===== src/rtl/hdlc_tx_pkg.sv =====
package hdlc_tx_pkg;

  typedef enum logic [2:0] {
    S_IDLE, S_PRE, S_OPEN, S_DATA, S_FCS, S_CLOSE, S_ABORT
  } tx_st_e;

  localparam logic [7:0]  FLAG_OCTET  = 8'h7E;
  localparam logic [7:0]  ONES_OCTET  = 8'hFF;
  localparam int          STUFF_RUN   = 5;
  localparam logic [31:0] POLY16_REFL = 32'h0000_8408;
  localparam logic [31:0] POLY32_REFL = 32'hEDB8_8320;

  // One octet through the reflected CRC, data LSB first.
  function automatic logic [31:0] crc_octet(input logic [31:0] c,
                                            input logic [7:0]  d,
                                            input logic        wide);
    logic [31:0] r;
    logic        fb;
    r = c;
    for (int i = 0; i < 8; i++) begin
      fb = r[0] ^ d[i];
      r  = r >> 1;
      if (fb) r = r ^ (wide ? POLY32_REFL : POLY16_REFL);
    end
    return r;
  endfunction

endpackage


===== src/rtl/hdlc_tx_crc.sv =====
module hdlc_tx_crc
  import hdlc_tx_pkg::*;
(
  input  logic       clk,
  input  logic       rst_n,
  input  logic       start,
  input  logic       feed,
  input  logic [7:0] data,
  input  logic       wide,
  input  logic       drain,
  output logic [7:0] fcs_octet
);
  localparam int CRC_W = 32;

  logic [CRC_W-1:0] crc_q;
  logic [CRC_W-1:0] seed;

  // CRC-16 lives in the low half with the upper half held at zero.
  assign seed      = wide ? {CRC_W{1'b1}} : 32'h0000_FFFF;
  assign fcs_octet = ~crc_q[7:0];

  always_ff @(posedge clk or negedge rst_n) begin
    if (!rst_n)      crc_q <= {CRC_W{1'b1}};
    else if (feed)   crc_q <= crc_octet(start ? seed : crc_q, data, wide);
    else if (drain)  crc_q <= crc_q >> 8;
  end

endmodule


===== src/rtl/hdlc_tx_stuffer.sv =====
module hdlc_tx_stuffer #(
  parameter int RUN = 5
) (
  input  logic clk,
  input  logic rst_n,
  input  logic bit_stb,
  input  logic bit_in,
  input  logic count_en,
  input  logic clr_run,
  input  logic invert,
  output logic stuff_now,
  output logic ser_out
);
  localparam int RUN_W = $clog2(RUN + 1);

  logic [RUN_W-1:0] run_q;

  assign stuff_now = (run_q == RUN_W'(RUN));

  always_ff @(posedge clk or negedge rst_n) begin
    if (!rst_n) begin
      run_q   <= '0;
      ser_out <= 1'b1;
    end else if (bit_stb) begin
      if (stuff_now) begin
        ser_out <= invert;
        run_q   <= '0;
      end else begin
        ser_out <= bit_in ^ invert;
        if (clr_run || !(count_en && bit_in)) run_q <= '0;
        else                                  run_q <= run_q + RUN_W'(1);
      end
    end
  end

  // the line holds its bit between strobes
  a_r8_hold_between_ticks: assert property (@(posedge clk) disable iff (!rst_n)
    !bit_stb |=> $stable(ser_out));

  // an inserted zero restarts the run, so insertion never repeats back to back
  a_r2_restart_after_stuff: assert property (@(posedge clk) disable iff (!rst_n)
    (bit_stb && stuff_now) |=> !stuff_now);

endmodule


===== src/rtl/hdlc_tx_framer.sv =====
module hdlc_tx_framer
  import hdlc_tx_pkg::*;
#(
  parameter int PRE_CNT_W = 4
) (
  input  logic                 clk,
  input  logic                 rst_n,
  input  logic                 bit_stb,
  input  logic [7:0]           s_data,
  input  logic                 s_last,
  input  logic                 s_nocrc,
  input  logic                 s_valid,
  output logic                 s_ready,
  input  logic                 cfg_crc32,
  input  logic                 cfg_fill_flags,
  input  logic                 cfg_crc_off,
  input  logic                 cfg_invert,
  input  logic [7:0]           cfg_pre_pat,
  input  logic [PRE_CNT_W-1:0] cfg_pre_cnt,
  output logic                 ser_out,
  output logic                 underrun
);
  localparam int OCT_W = 8;
  localparam int BC_W  = $clog2(OCT_W);

  tx_st_e               st;
  logic [OCT_W-1:0]     sh;
  logic [BC_W-1:0]      bc;
  logic [PRE_CNT_W-1:0] pre_left;
  logic [1:0]           fcs_left;
  logic                 last_q, nocrc_q;

  logic stuff_now, adv, oct_end, need_byte, take, starve;
  logic fcs_first, fcs_next;
  logic [7:0] fcs_octet, fill_octet;

  assign adv        = bit_stb & ~stuff_now;
  assign oct_end    = adv & (bc == BC_W'(OCT_W - 1));
  assign need_byte  = (st == S_OPEN) | ((st == S_DATA) & ~last_q);
  assign s_ready    = oct_end & need_byte;
  assign take       = s_ready & s_valid;
  assign starve     = s_ready & ~s_valid;
  assign fcs_first  = oct_end & (st == S_DATA) & last_q & ~nocrc_q;
  assign fcs_next   = oct_end & (st == S_FCS) & (fcs_left != 2'd0);
  assign fill_octet = cfg_fill_flags ? FLAG_OCTET : ONES_OCTET;

  hdlc_tx_crc crc_i (
    .clk       (clk),
    .rst_n     (rst_n),
    .start     (st == S_OPEN),
    .feed      (take),
    .data      (s_data),
    .wide      (cfg_crc32),
    .drain     (fcs_first | fcs_next),
    .fcs_octet (fcs_octet)
  );

  hdlc_tx_stuffer #(.RUN(STUFF_RUN)) stuff_i (
    .clk       (clk),
    .rst_n     (rst_n),
    .bit_stb   (bit_stb),
    .bit_in    (sh[0]),
    .count_en  ((st == S_DATA) | (st == S_FCS)),
    .clr_run   (starve),
    .invert    (cfg_invert),
    .stuff_now (stuff_now),
    .ser_out   (ser_out)
  );

  always_ff @(posedge clk or negedge rst_n) begin
    if (!rst_n) begin
      st       <= S_IDLE;
      sh       <= ONES_OCTET;
      bc       <= '0;
      pre_left <= '0;
      fcs_left <= '0;
      last_q   <= 1'b0;
      nocrc_q  <= 1'b0;
      underrun <= 1'b0;
    end else begin
      underrun <= starve;
      if (adv) begin
        if (!oct_end) begin
          sh <= {1'b0, sh[OCT_W-1:1]};
          bc <= bc + BC_W'(1);
        end else begin
          bc <= '0;
          unique case (st)
            S_IDLE: begin
              if (s_valid && cfg_pre_cnt != '0) begin
                st       <= S_PRE;
                sh       <= cfg_pre_pat;
                pre_left <= cfg_pre_cnt - PRE_CNT_W'(1);
              end else if (s_valid) begin
                st <= S_OPEN;
                sh <= FLAG_OCTET;
              end else begin
                sh <= fill_octet;
              end
            end
            S_PRE: begin
              if (pre_left != '0) begin
                sh       <= cfg_pre_pat;
                pre_left <= pre_left - PRE_CNT_W'(1);
              end else begin
                st <= S_OPEN;
                sh <= FLAG_OCTET;
              end
            end
            S_OPEN, S_DATA: begin
              if (take) begin
                st     <= S_DATA;
                sh     <= s_data;
                last_q <= s_last;
                if (st == S_OPEN) nocrc_q <= s_nocrc | cfg_crc_off;
              end else if (starve) begin
                st <= S_ABORT;
                sh <= ONES_OCTET;
              end else if (nocrc_q) begin
                st <= S_CLOSE;
                sh <= FLAG_OCTET;
              end else begin
                st       <= S_FCS;
                sh       <= fcs_octet;
                fcs_left <= cfg_crc32 ? 2'd3 : 2'd1;
              end
            end
            S_FCS: begin
              if (fcs_left != 2'd0) begin
                sh       <= fcs_octet;
                fcs_left <= fcs_left - 2'd1;
              end else begin
                st <= S_CLOSE;
                sh <= FLAG_OCTET;
              end
            end
            default: begin
              st <= S_IDLE;
              sh <= fill_octet;
            end
          endcase
        end
      end
    end
  end

  // octets are only taken on a strobe
  a_r8_ready_on_tick: assert property (@(posedge clk) disable iff (!rst_n)
    s_ready |-> bit_stb);

  // the underrun pulse coincides with the abort octet
  a_r9_abort_on_underrun: assert property (@(posedge clk) disable iff (!rst_n)
    underrun |-> (st == S_ABORT));

  // one pulse per aborted frame
  a_r9_single_pulse: assert property (@(posedge clk) disable iff (!rst_n)
    underrun |=> !underrun);

  // transparent frames never reach the check-sequence state
  a_r4_no_fcs_transparent: assert property (@(posedge clk) disable iff (!rst_n)
    (st == S_FCS) |-> !nocrc_q);

  // the opening octet is a flag
  a_r1_open_is_flag: assert property (@(posedge clk) disable iff (!rst_n)
    (st == S_OPEN && bc == '0) |-> (sh == FLAG_OCTET));

endmodule


===== config.mk =====
export PLATFORM = sky130hd
export DESIGN_NAME = hdlc_tx_framer
export DESIGN_NICKNAME = d
export VERILOG_FILES = /design/src/rtl/hdlc_tx_pkg.sv /design/src/rtl/hdlc_tx_crc.sv /design/src/rtl/hdlc_tx_stuffer.sv /design/src/rtl/hdlc_tx_framer.sv
export SDC_FILE = /design/constraint.sdc
export NUM_CORES = 1
export LEC_CHECK = 0
export BUFFER_PORTS_ARGS = -buffer_cell sky130_fd_sc_hd__buf_2
export CAP_MARGIN = 0
export CORE_MARGIN = 2
export CORE_UTILIZATION = 60
export DETAILED_ROUTE_END_ITERATION = 8
export PLACE_DENSITY = 0.76
export SETUP_SLACK_MARGIN = 0.2
export SLEW_MARGIN = 30
export SYNTH_ARGS = -nofsm -noshare
export SYNTH_HDL_FRONTEND = slang
export SYNTH_HIERARCHICAL = 1
export SYNTH_SLANG_ARGS = --single-unit

===== constraint.sdc =====
create_clock -name clk -period 4.3 [get_ports clk]
set_input_delay 0 -clock clk [delete_from_list [all_inputs] [get_ports clk]]
set_output_delay 0 -clock clk [all_outputs]
set_load 0.03 [all_outputs]

# Word level (Yosys, flattened, before mapping)
# Cells that the tools add are included.
dict set report totals {
  inputBits 30
  register_bits 59
  elab_cells 136
  output_inout_bits 3
}
dict set report classes {
  n_bitwise 37
  eq_ne 15
  reduce_logical 17
  addsub 5
  muxes 51
}
# cell count
set ops {}
lappend ops {{$mux 32} 20}
lappend ops {{$xor 31x32->32} 8}
lappend ops {{$mux 8} 9}
lappend ops {{$pmux 8 s4} 1}
lappend ops {{$mux 3} 8}
lappend ops {{$reduce_and 5->1} 3}
lappend ops {{$ne 2x2->1 const B} 7}
lappend ops {{$mux 2} 6}
lappend ops {{$pmux 3 s4} 1}
lappend ops {{$and 1x1->1} 11}
lappend ops {{$eq 3x3->1 const B} 3}
lappend ops {{$xor 1x1->1} 9}
lappend ops {{$mux 4} 2}
lappend ops {{$not 8->8} 1}
lappend ops {{$pmux 4 s2} 1}
lappend ops {{$reduce_bool 2->1} 4}
lappend ops {{$reduce_bool 4->1} 2}
lappend ops {{$sub 4x1->4 const B} 2}
lappend ops {{$reduce_and 7->1} 1}
lappend ops {{$add 3x1->3 const B} 2}
lappend ops {{$eq 3x2->1 const B} 2}
lappend ops {{$not 1->1} 4}
lappend ops {{$or 1x1->1} 4}
lappend ops {{$pmux 2 s2} 1}
lappend ops {{11 further kinds} 13}

# Longest topological paths before layout
# Gate-level depths: netlist (run 1).
dict set report depth {
  depth_word 28
  ltp_mapped 14
}

# Modules after synthesis
# The synthesis (run 1) kept the hierarchy.
# module instances area_each_um2 seq_area_each_um2 cells_per_inst
set by_module_without_submodules {}
lappend by_module_without_submodules {hdlc_tx_crc 1 3627.2 840.8 436}
lappend by_module_without_submodules {hdlc_tx_framer 1 1641.6 585.6 185}
lappend by_module_without_submodules {hdlc_tx_stuffer 1 250.2 101.3 24}

# Worst setup path before layout (run 1)
# OpenSTA, ideal clock, no wires.
dict set report synth_path {
  kind {flip-flop to flip-flop}
  startpoint {register st[1]}
  endpoint {register crc_i.crc_q[10]}
  t_required_ns 4.206
  stages_incl_launch_ff 15
  slack_ns 1.159
  t_arrival_ns 3.048
  setup_time_ns 0.094
  synth_period_minus_slack_ns 3.141
  path_cell_list {dfrtp_1 -> buf_6 -> nand2b_1 -> clkbuf_1 -> nor2_1 -> buf_6 -> or3_4 -> and2_4 -> buf_6 -> or3_1 -> buf_6 -> nand2_2 -> mux2_2 -> a211oi_1 -> a211oi_2}
}
dict set report synth_via {
  elab_chain_cells 26
  word_cells_on_any_way 47
  cone_classes {3 x eq/ne; 17 x mux; 26 x bitwise; 1 x reduce/logical}
}
# item line
set synth_rtl {}
lappend synth_rtl {{from (decl)} hdlc_tx_framer.sv:26} ;# tx_st_e st;
lappend synth_rtl {{from (signal assigned)} hdlc_tx_framer.sv:72} ;# st <= S_IDLE;
lappend synth_rtl {{from (signal assigned)} hdlc_tx_framer.sv:91} ;# st <= S_PRE;
lappend synth_rtl {{from (signal assigned)} hdlc_tx_framer.sv:95} ;# st <= S_OPEN;
lappend synth_rtl {{$eq 3x2->1} {hdlc_tx_framer.sv:39, hdlc_tx_framer.sv:50}}
lappend synth_rtl {{$mux 32} hdlc_tx_crc.sv:24} ;# else if (feed) crc_q <= crc_octet(start ? seed : crc_q, data, wide);
lappend synth_rtl {{$xor 31x32->32 or $xor 1x1->1 (tied branches)} {hdlc_tx_pkg.sv:23, hdlc_tx_pkg.sv:21}}
lappend synth_rtl {{$mux 32} hdlc_tx_pkg.sv:23} ;# if (fb) r = r ^ (wide ? POLY32_REFL : POLY16_REFL);
lappend synth_rtl {{$mux 32} hdlc_tx_crc.sv:24}
lappend synth_rtl {{$xor 31x32->32 or $xor 1x1->1 (tied branches)} {hdlc_tx_pkg.sv:23, hdlc_tx_pkg.sv:21}}
lappend synth_rtl {{$mux 32} hdlc_tx_pkg.sv:23}
lappend synth_rtl {{$mux 32} hdlc_tx_crc.sv:24}
lappend synth_rtl {{[... 10 more ...]} --}
lappend synth_rtl {{$mux 32} hdlc_tx_pkg.sv:23}
lappend synth_rtl {{$mux 32} hdlc_tx_crc.sv:24}
lappend synth_rtl {{$xor 31x32->32 or $xor 1x1->1 (tied branches)} {hdlc_tx_pkg.sv:23, hdlc_tx_pkg.sv:21}}
lappend synth_rtl {{$mux 32} hdlc_tx_pkg.sv:23}
lappend synth_rtl {{$mux 32} hdlc_tx_crc.sv:24}
lappend synth_rtl {{$xor 31x32->32 or $xor 1x1->1 (tied branches)} {hdlc_tx_pkg.sv:23, hdlc_tx_pkg.sv:21}}
lappend synth_rtl {{$mux 32} hdlc_tx_pkg.sv:23}
lappend synth_rtl {{$mux 32} hdlc_tx_crc.sv:24}
lappend synth_rtl {{to (signal assigned)} hdlc_tx_crc.sv:23} ;# if (!rst_n) crc_q <= {CRC_W{1'b1}};
lappend synth_rtl {{to (signal assigned)} hdlc_tx_crc.sv:24}
lappend synth_rtl {{to (signal assigned)} hdlc_tx_crc.sv:25} ;# else if (drain) crc_q <= crc_q >> 8;
lappend synth_rtl {{to (decl)} hdlc_tx_crc.sv:15} ;# logic [CRC_W-1:0] crc_q;
# Parallel ways exist; a longest one is shown, timed or not. The select of a mux whose other input is x is not followed.
# A chain may end at the register's enable or synchronous reset.

# Final worst setup path (run 1)
dict set report layout_path {
  startpoint {register st[2]}
  endpoint {register crc_i.crc_q[10]}
}
# The elaborated chain is that of the path after synthesis.

==> results.md, run 1 <==
- Among all flip-flop cells after synthesis, the most frequent one is dfstp_2.
- The die covers 0.009982 mm2.
- The final count of pins violating max slew is 0.
- The async set or reset register ratio after synthesis is 1.000.
- The path type of the worst setup path is reg -> reg.
- During synthesis, Yosys emitted a total of 6 warnings.
- Summing over every cut layer, the via total after detailed routing is 5093.
- The cell count after synthesis came out at around 650.
- Setup repair after global routing left no endpoint under its margin.
- Across the run, the number of max-cap violations was 0.
- The count of standard-cell rows is 34.
- The count of flip-flops with a built-in enable after synthesis is 0.
- The final setup violation count is 0.
- The netlist area before placement is 0.005519 mm2.
- The routability congestion estimate is 0.9590.
- Traced cell by cell, the critical path runs through nand2b_1, buf_4, nor2_4, nor2_1, a32o_1, or3_1, nand2_2, mux2_2, a211oi_1, a211oi_2.
- After detailed routing, the average wire length per cell comes to 19.47 um.
- TritonCTS built the clock tree.
- The final routed wirelength across all metal layers is 15150 um.
- The tree built by TritonCTS fans out to 59 sinks.
- For this run the aggregate overflow at the end of global routing stands at 0.
- The antenna diode count is 0.
- After synthesis, the mean cell area works out to 8.557 um2.
- The time the final worst path needs with I/O delays and setup is 3.475 ns.
- The number of port buffers is 32.
- The critical-path maximum fanout is 22.
- The tightest min-delay check is of the in -> reg type.
- The first detailed-routing pass took 5 iterations.
- The worst setup path is launched from a flop.
- The root buffer selected by CTS is clkbuf_8.
- The portion of the post-synthesis area used by sequential elements is 0.2768.
- Synthesis produced a netlist with a net count of 681.
- The worst clock skew on the final layout is 0.008689 ns.
- The sum of net half-perimeters after detailed placement is between 10000 and 15000 um.
- The run finished with clean final reports.
- For this run, the slowest stage of the critical path takes 0.52 ns.
- Gates resized during post-CTS repair numbered 0.
- Measured against its own limit, the worst slew margin works out to 0.4099.
- Yosys mapped the design onto 82 distinct sky130hd cell types.
- For this run, the post-layout net count is between 700 and 800.
- The post-detailed-route count of antenna-violating nets is 0.
- The hold violation total from the final report is 0.
- The via count of the first global-routing pass came to 4835.
- Timing analysis after detailed placement gives a worst setup slack of 0.9264 ns.
- Entering global routing, the biggest net connects 60 pins.
- The H-tree depth reported by CTS is 3.
- The worst-case IR drop observed on VDD is 368.7 uV.
- At the worst endpoint, the arrival time is 3.71 ns.
- The initial utilization of the core area, before any placement, comes to 0.6267.
- After detailed placement, the design holds a cell count of ~750.
- The routed via count divided by cell count is 6.546.
- The register bit total from synthesis is 59.
- The number of clock buffers added by TritonCTS is 9.
- The number of remaining DRC errors is 0.
- STA classifies the critical path endpoint as a flop.
- The first-pass GRT wire length is 24470 um.
- The data required time at the worst endpoint is 4.54 ns.
- The clock-pin slew reported for the worst setup and hold paths after clock tree synthesis is 0.07 ns.
- The initial antenna violation count came to 0.
- For this design the ratio of total power to cell area is approximately 700 mW/mm2.
- In the finished design, the share of the clock period the worst path needs comes to 0.8081.
- In this run the static leakage power is ~2.5 nW.
- Counting the fill cells in the layout gives 716.
- The post-layout instance count excluding filler cells is 778.
- The maximum achievable frequency is 0.2878 GHz.
- The total global-route track usage is 0.3120.
- The total core area is between 0.008 and 0.009 mm2.
- For this design the top-level I/O count stands at 33.
- The insertion delay to the later sink of the worst-skew pair is roughly 0.35 ns.
- The final worst slack is 0.8252 ns.
- Summed over all failing endpoints, the final setup total negative slack is 0 ns.
- The post-CTS setup repair buffer count is 0.
- For the pin with the worst max-slew slack, the measured transition is 0.8842 ns.
- The die is 99.91 um tall.
- The overall die width is 99.91 um.
- The fraction of final layout cells sized beyond drive strength 1 is 0.1985.
- The number of design-rule violations left by the first detailed-router iteration is 361.
- The number of hold buffers added after CTS was 15.
- The cell with the largest stage delay on the worst path is dfrtp_1.
- The area growth from synthesis to layout is 8.592%.
- The longest clock path from root to sink contains 2 buffers.
## cells in the final DEF, fill, tap and decap left out, drive strengths merged, types with 4 or more instances in the layout
cell,synthesis,final
a211o,5,5
a211oi,12,12
a21o,7,7
a21oi,31,31
a221oi,5,5
a22oi,4,4
a311oi,5,5
a31oi,5,5
a32oi,6,6
a41oi,7,7
and2,5,5
and3b,4,4
buf,20,42
clkbuf,28,11
dfrtp,18,18
dfstp,41,41
dlygate4sd3,0,15
ha,6,6
inv,22,22
mux2,9,9
mux2i,20,20
nand2,69,69
nand2b,10,10
nand3,11,11
nor2,58,58
nor2b,11,11
nor3,13,13
nor4,5,5
o211a,9,9
o21ai,55,55
o221ai,6,6
or3,9,9
xnor2,55,55
xnor3,8,8
xor2,19,19
## layout make-up
| class | count | area (um2) | area share |
|---|---|---|---|
| Sequential cell | 59 | 1528 | 0.2549 |
| Timing Repair Buffer | 57 | 385.4 | 0.06430 |
| Clock buffer | 11 | 141.4 | 0.02359 |
| Clock inverter | 5 | 30.03 | 0.005010 |
| Tap cell | 108 | 135.1 | 0.02255 |
| Multi-Input combinational cell | 516 | 3689 | 0.6154 |
| Inverter | 22 | 85.08 | 0.01420 |
## routing by layer
metal / wire [um] / part of all wire / global-route usage / vias up
li1: - / - / - / 2358
met1: 6329 / 0.42 / 0.4059 / 2444
met2: 7175 / 0.47 / 0.5166 / 243
met3: 1069 / 0.071 / 0.03482 / 48
met4: 576 / 0.038 / 0.1581 / 0
met5: 0 / 0 / 0 / -
## synth_stat cells, types with 4 or more instances
cell,n,share of area
xor2_1,19,0.030
a21oi_1,31,0.028
o211a_1,9,0.016
nor2_1,57,0.039
xnor3_1,8,0.033
dfstp_2,41,0.20
buf_1,7,0.0048
or3_1,8,0.0091
a211oi_1,11,0.015
a31oi_1,5,0.0057
a21o_1,7,0.0095
a311oi_1,4,0.0063
o21ai_0,48,0.044
a221oi_1,5,0.0079
a22oi_1,4,0.0054
o21ai_1,7,0.0063
nor3_1,13,0.012
xnor2_2,4,0.012
a41oi_1,6,0.0095
inv_1,21,0.014
nor2b_1,11,0.012
nand3_1,10,0.0091
clkbuf_1,28,0.019
ha_1,6,0.014
nand2b_1,10,0.011
and2_1,4,0.0045
mux2_2,7,0.014
mux2i_1,20,0.036
buf_2,7,0.0063
a211o_1,5,0.0079
o221ai_1,6,0.0095
dfrtp_1,18,0.082
xnor2_1,51,0.081
a32oi_1,6,0.0095
nand2_1,66,0.045
buf_6,6,0.012
## worst max-delay path: cells and delay by family, from the launching register on
family | cells | cell delay (ns)
simple gates | 5 | 1.55
compound gates | 3 | 0.72
flops | 1 | 0.52
mux | 1 | 0.37
buf+inv | 1 | 0.20
## state kept, by name, indices dropped and copies added, names as in the netlist
| signal | flops |
|---|---|
| fcs_left | 2 |
| bc | 3 |
| stuff_i/run_q | 3 |
| st | 3 |
| sh | 8 |
| last_q | 1 |
| crc_i/crc_q | 32 |
| underrun | 1 |
| nocrc_q | 1 |
| pre_left | 4 |
| stuff_i/ser_out | 1 |
## report_power, final
group          switching, mW  internal, mW  total [mW]
registers              0.250         0.801        1.05
logic                   1.39          1.21        2.60
clock network          0.236         0.222       0.458
## through the flow
step                hold slack (ns)  power, mW  utilization  instance area (um2)
global route                0.01727      4.386       0.6806                 5993
CTS                         0.01348      4.079       0.6806                 5993
finish                      0.02745      4.104       0.6806                 5993
floorplan                   -0.2956      3.077            -                 5519
global placement             0.1978      3.514       0.6441                 5672
detailed placement           0.2108      3.574       0.6441                 5672
## logic make-up after synthesis
logic type,after synthesis,synth area share
and+or+nand+nor,216,0.2004
xor gates and xnor gates,84,0.1641
DFF,59,0.2768
buffers and inverters,70,0.05781
AOI/OAI and AO/OA,181,0.2319
adders and majority gates,6,0.01360
muxes,29,0.05532
## final timing paths
path	startpoint	end	slack [ns]	cells after the start
max in group asynchronous	rst_n	stuff_i/run_q[1]	3.44	3
max	st[2]	crc_i/crc_q[10]	0.83	10
min reg2reg	crc_i/crc_q[29]	crc_i/crc_q[29]	0.49	2
max reg2reg	st[2]	crc_i/crc_q[10]	0.83	10
min	cfg_pre_pat[4]	sh[4]	0.03	3
min in group asynchronous	rst_n	st[1]	0.35	3
Note: power is estimated with default switching activity, not from simulation.
==> inputs of run 2 (changes only) <==
Settings changed: CORE_UTILIZATION 60 to 57, PLACE_DENSITY 0.76 to 0.75.
Clock period 4.3 ns to 2.85 ns, I/O delays scaled along.
==> run 2 against run 1 <==
Die area increased by 5.0%. Largest cell class unchanged. The flow now finishes with violations (negative hold slack). Non-clock buffer count grew 21. Critical path depth unchanged. Clock skew rose by 0.0034 ns. Final cell count rose by 5.4%. Via count is 1.6% higher. Design area is 5.0% higher. Largest power group unchanged. Clock power grew 89%. Wire length increased by 3.8%. Utilization shrank 0.60 points.
==> results.md, run 2 (synthesis results as in run 1) <==
- The final routed wirelength across all metal layers was 15730 um (+3.8%).
- The maximum achievable frequency was 0.3888 GHz (+35%).
- TritonCTS built the clock tree.
- The number of buffers added by the clock tree synthesis step is 9 (unchanged).
- The worst stage delay on the critical path came to 0.45 ns (-0.07 ns).
- The post-route clock period utilization was 0.9025 (+0.09442).
- Leaving out fill and tap cells, the most frequent cells in the layout are 66 x nand2_1, 55 x nor2_1, 50 x xnor2_1.
- The insertion delay to the later sink of the worst-skew pair is 0.35 ns (about the same).
- The routed via count divided by cell count is 6.311 (-3.6%).
- The tree is rooted in a clkbuf_8.
- The checks that failed: negative hold slack.
- The overall die width was 102.4 um (+2.5%).
- The flip-flop and latch area is 0.001528 mm2 (unchanged).
- The number of design-rule violations left by the first detailed-router iteration is 452 (+25%).
- The ratio of total power to cell area came to 1066 mW/mm2 (+56%).
- The total global-route track usage is 0.3117 (-0.0003456).
- The multi-input logic area is 0.003734 mm2 (+1.2%).
- The remaining max-slew budget at the tightest pin came to 0.5965 (+0.1866).
- The final worst slack is 0.2779 ns (-0.5474 ns).
- The area growth from synthesis to layout is 14.01%.
- The fill cell total of the finished layout is 764 (+6.7%).
- The launching element type of the critical path is a flop.
- The worst hold-check slack is -0.001033 ns (-0.02848 ns).
- The clock sink count was 59 (unchanged).
- The vertical die dimension is 102.4 um (+2.5%).
- The core occupancy in the finished layout is 0.6746 (-0.006010).
- The overall via count from detail_route is 5175 (+1.6%).
- The hold violation total from the final report is 1 (+1).
- The cell occurring most often along the worst timing path is or3_4.
- The largest vdd supply drop came to 552.6 uV (+50%).
- The via count of the first global-routing pass is 5133 (+6.2%).
- The number of buffers on the longest clock path is 2 (unchanged).
- The initial core utilization came to 0.5917 (-0.03506).
- The worst clock skew on the final layout is 0.01208 ns (+0.003394 ns).
- The cell with the largest stage delay on the worst path is or3_4.
- The path class of the tightest hold or removal check is in -> reg.
- The iteration count of the initial detailed-routing pass is 5 (unchanged).
- The total grt overflow is 0 (unchanged).
- The register containing the most flip-flops in the final layout is crc_i/crc_q.
- The H-tree depth reported by CTS is 3 (unchanged).
- The transition at the pin with the smallest max-transition slack was 0.6052 ns (-0.2790 ns).
- The antenna diode count is 0 (unchanged).
- The data required time at the worst endpoint came to 3.12 ns (-1.42 ns).
- The cell leakage power came to 2.675 nW (+5.9%).
- The net total in the final layout was 722 (+3.0%).
- The arrival time at the worst endpoint is 2.84 ns (-0.87 ns).
- The most frequent standard cell in the layout excluding fill and tap cells is nand2_1.
- The number of I/O pins is 33 (unchanged).
- The number of port buffers is 32 (unchanged).
- The number of remaining DRC errors came to 0 (unchanged).
- The largest net degree at the start of global routing is 48 (-20%).
- Setup repair after global routing left no endpoint under its margin.
- The flip-flop count of the largest register, all copies and words added is 32 (unchanged).
- The time the final worst path needs with I/O delays and setup came to 2.572 ns (-0.9026 ns).
- The post-detailed-route count of antenna-violating nets is 0 (unchanged).
- The combined buffer and inverter count along the critical path is 1 (unchanged).
- The routability congestion estimate was 0.9457 (-1.4%).
- In the final layout, the registers with the most flip-flops are crc_i/crc_q x32, sh x8, pre_left x4.
- The area enclosed by the die boundary is 0.01049 mm2 (+5.0%).
- The fraction of final layout cells sized beyond drive strength 1 is 0.2330 (+0.03449).
- The flow ran to the end, but the final reports show violations.
- The count of standard-cell rows is 35 (+2.9%).
- The kind of cell adding the most delay to the critical path is simple AND/OR/NAND/NOR gates.
- STA classifies the critical path endpoint as a flop.
- The sum of net half-perimeters after detailed placement is 11420 um (+7.0%).
- The final count of pins violating max slew came to 0 (unchanged).
- The clock-pin slew reported for the worst setup and hold paths after clock tree synthesis was 0.08 ns (about the same).
- The worst setup path is of the reg -> reg kind.
- The total negative slack for setup checks is 0 ns (unchanged).
- The total core area came to 0.009328 mm2 (+5.9%).
- The max capacitance violation total is 0 (unchanged).
- The critical path goes through nand2b_4, nor2_4, buf_4, or3_4, and2_4, or3_4, nand2_8, mux2_4, and4_1, a211oi_2.
- The average wire per standard cell came to 19.18 um (-1.5%).
- The first-pass GRT wire length is 25250 um (+3.2%).
- The final setup violation count is 0 (unchanged).
- The pre-CTS setup slack is 0.2032 ns (-0.7232 ns).
- The initial antenna violation count came to 0 (unchanged).
- The critical-path maximum fanout came to 8 (-64%).
run 2: cell types whose count changed in the layout (fill, tap and decap cells not counted), moves of 2 or more:
cell           before  now
buf_4              10   32
buf_12              0    3
dlygate4sd3_1      15   12
bufinv_16           0    2
run 2: power by group:
group / leakage (nW) / total, mW / switching (mW) / internal, mW
Sequential: 0.658 / 1.52 / 0.313 / 1.21
Combinational: 1.91 / 4.32 / 2.29 / 2.03
Clock: 0.103 / 0.866 / 0.375 / 0.491
run 2: per-stage QoR:
step / cell area [um2] / instances / power [mW] / hold slack [ns]
floorplan: 5568 / 645 / 4.710 / -0.2956
global placement: 5916 / 788 / 5.577 / 0.2328
detailed placement: 5918 / 788 / 5.654 / 0.05058
CTS: 6255 / 817 / 6.593 / 0.001623
global route: 6292 / 820 / 7.116 / 0.01810
finish: 6292 / 820 / 6.706 / -0.001033
run 2: repair_timing:
item	in CTS	in global routing
gates resized for setup	1	3
endpoints found under the hold margin	27	0
setup buffers	1	3
setup endpoints to repair	9	13
hold buffers	12	0
pin swaps	1	2
run 2: final cells by class:
type,count,share of cell area
flip-flops and latches,59,0.2428
inverters,22,0.01352
clock buffers,11,0.02088
well taps,129,0.02565
clock inverters,5,0.01233
repair buffers,78,0.09147
multi-input cells,516,0.5934
run 2: worst paths after layout:
kind	start	end	slack [ns]	depth (start not counted)
max in group asynchronous	rst_n	crc_i/crc_q[8]	1.93	3
worst min-delay path	cfg_pre_pat[5]	sh[5]	-0.001	3
worst max-delay path	st[1]	crc_i/crc_q[10]	0.28	10
worst min register to register	bc[1]	bc[1]	0.49	2
min in group asynchronous	rst_n	pre_left[0]	0.21	2
worst max register to register	st[1]	crc_i/crc_q[10]	0.28	10
run 2: worst register-to-register path: stages, from the launching register on:
cell,delay (ns)
dfrtp_1,0.42
nand2b_4,0.10
nor2_4,0.05
buf_4,0.14
or3_4,0.34
and2_4,0.19
or3_4,0.45
nand2_8,0.13
mux2_4,0.32
and4_1,0.19
a211oi_2,0.16
run 2: layer usage:
layer | global-route usage | wire (um) | vias up
met5 | 0 | 0 | -
met4 | 0.1405 | 516 | 0
met3 | 0.05062 | 871 | 47
met2 | 0.5374 | 7788 | 196
met1 | 0.3833 | 6553 | 2532
li1 | - | - | 2400
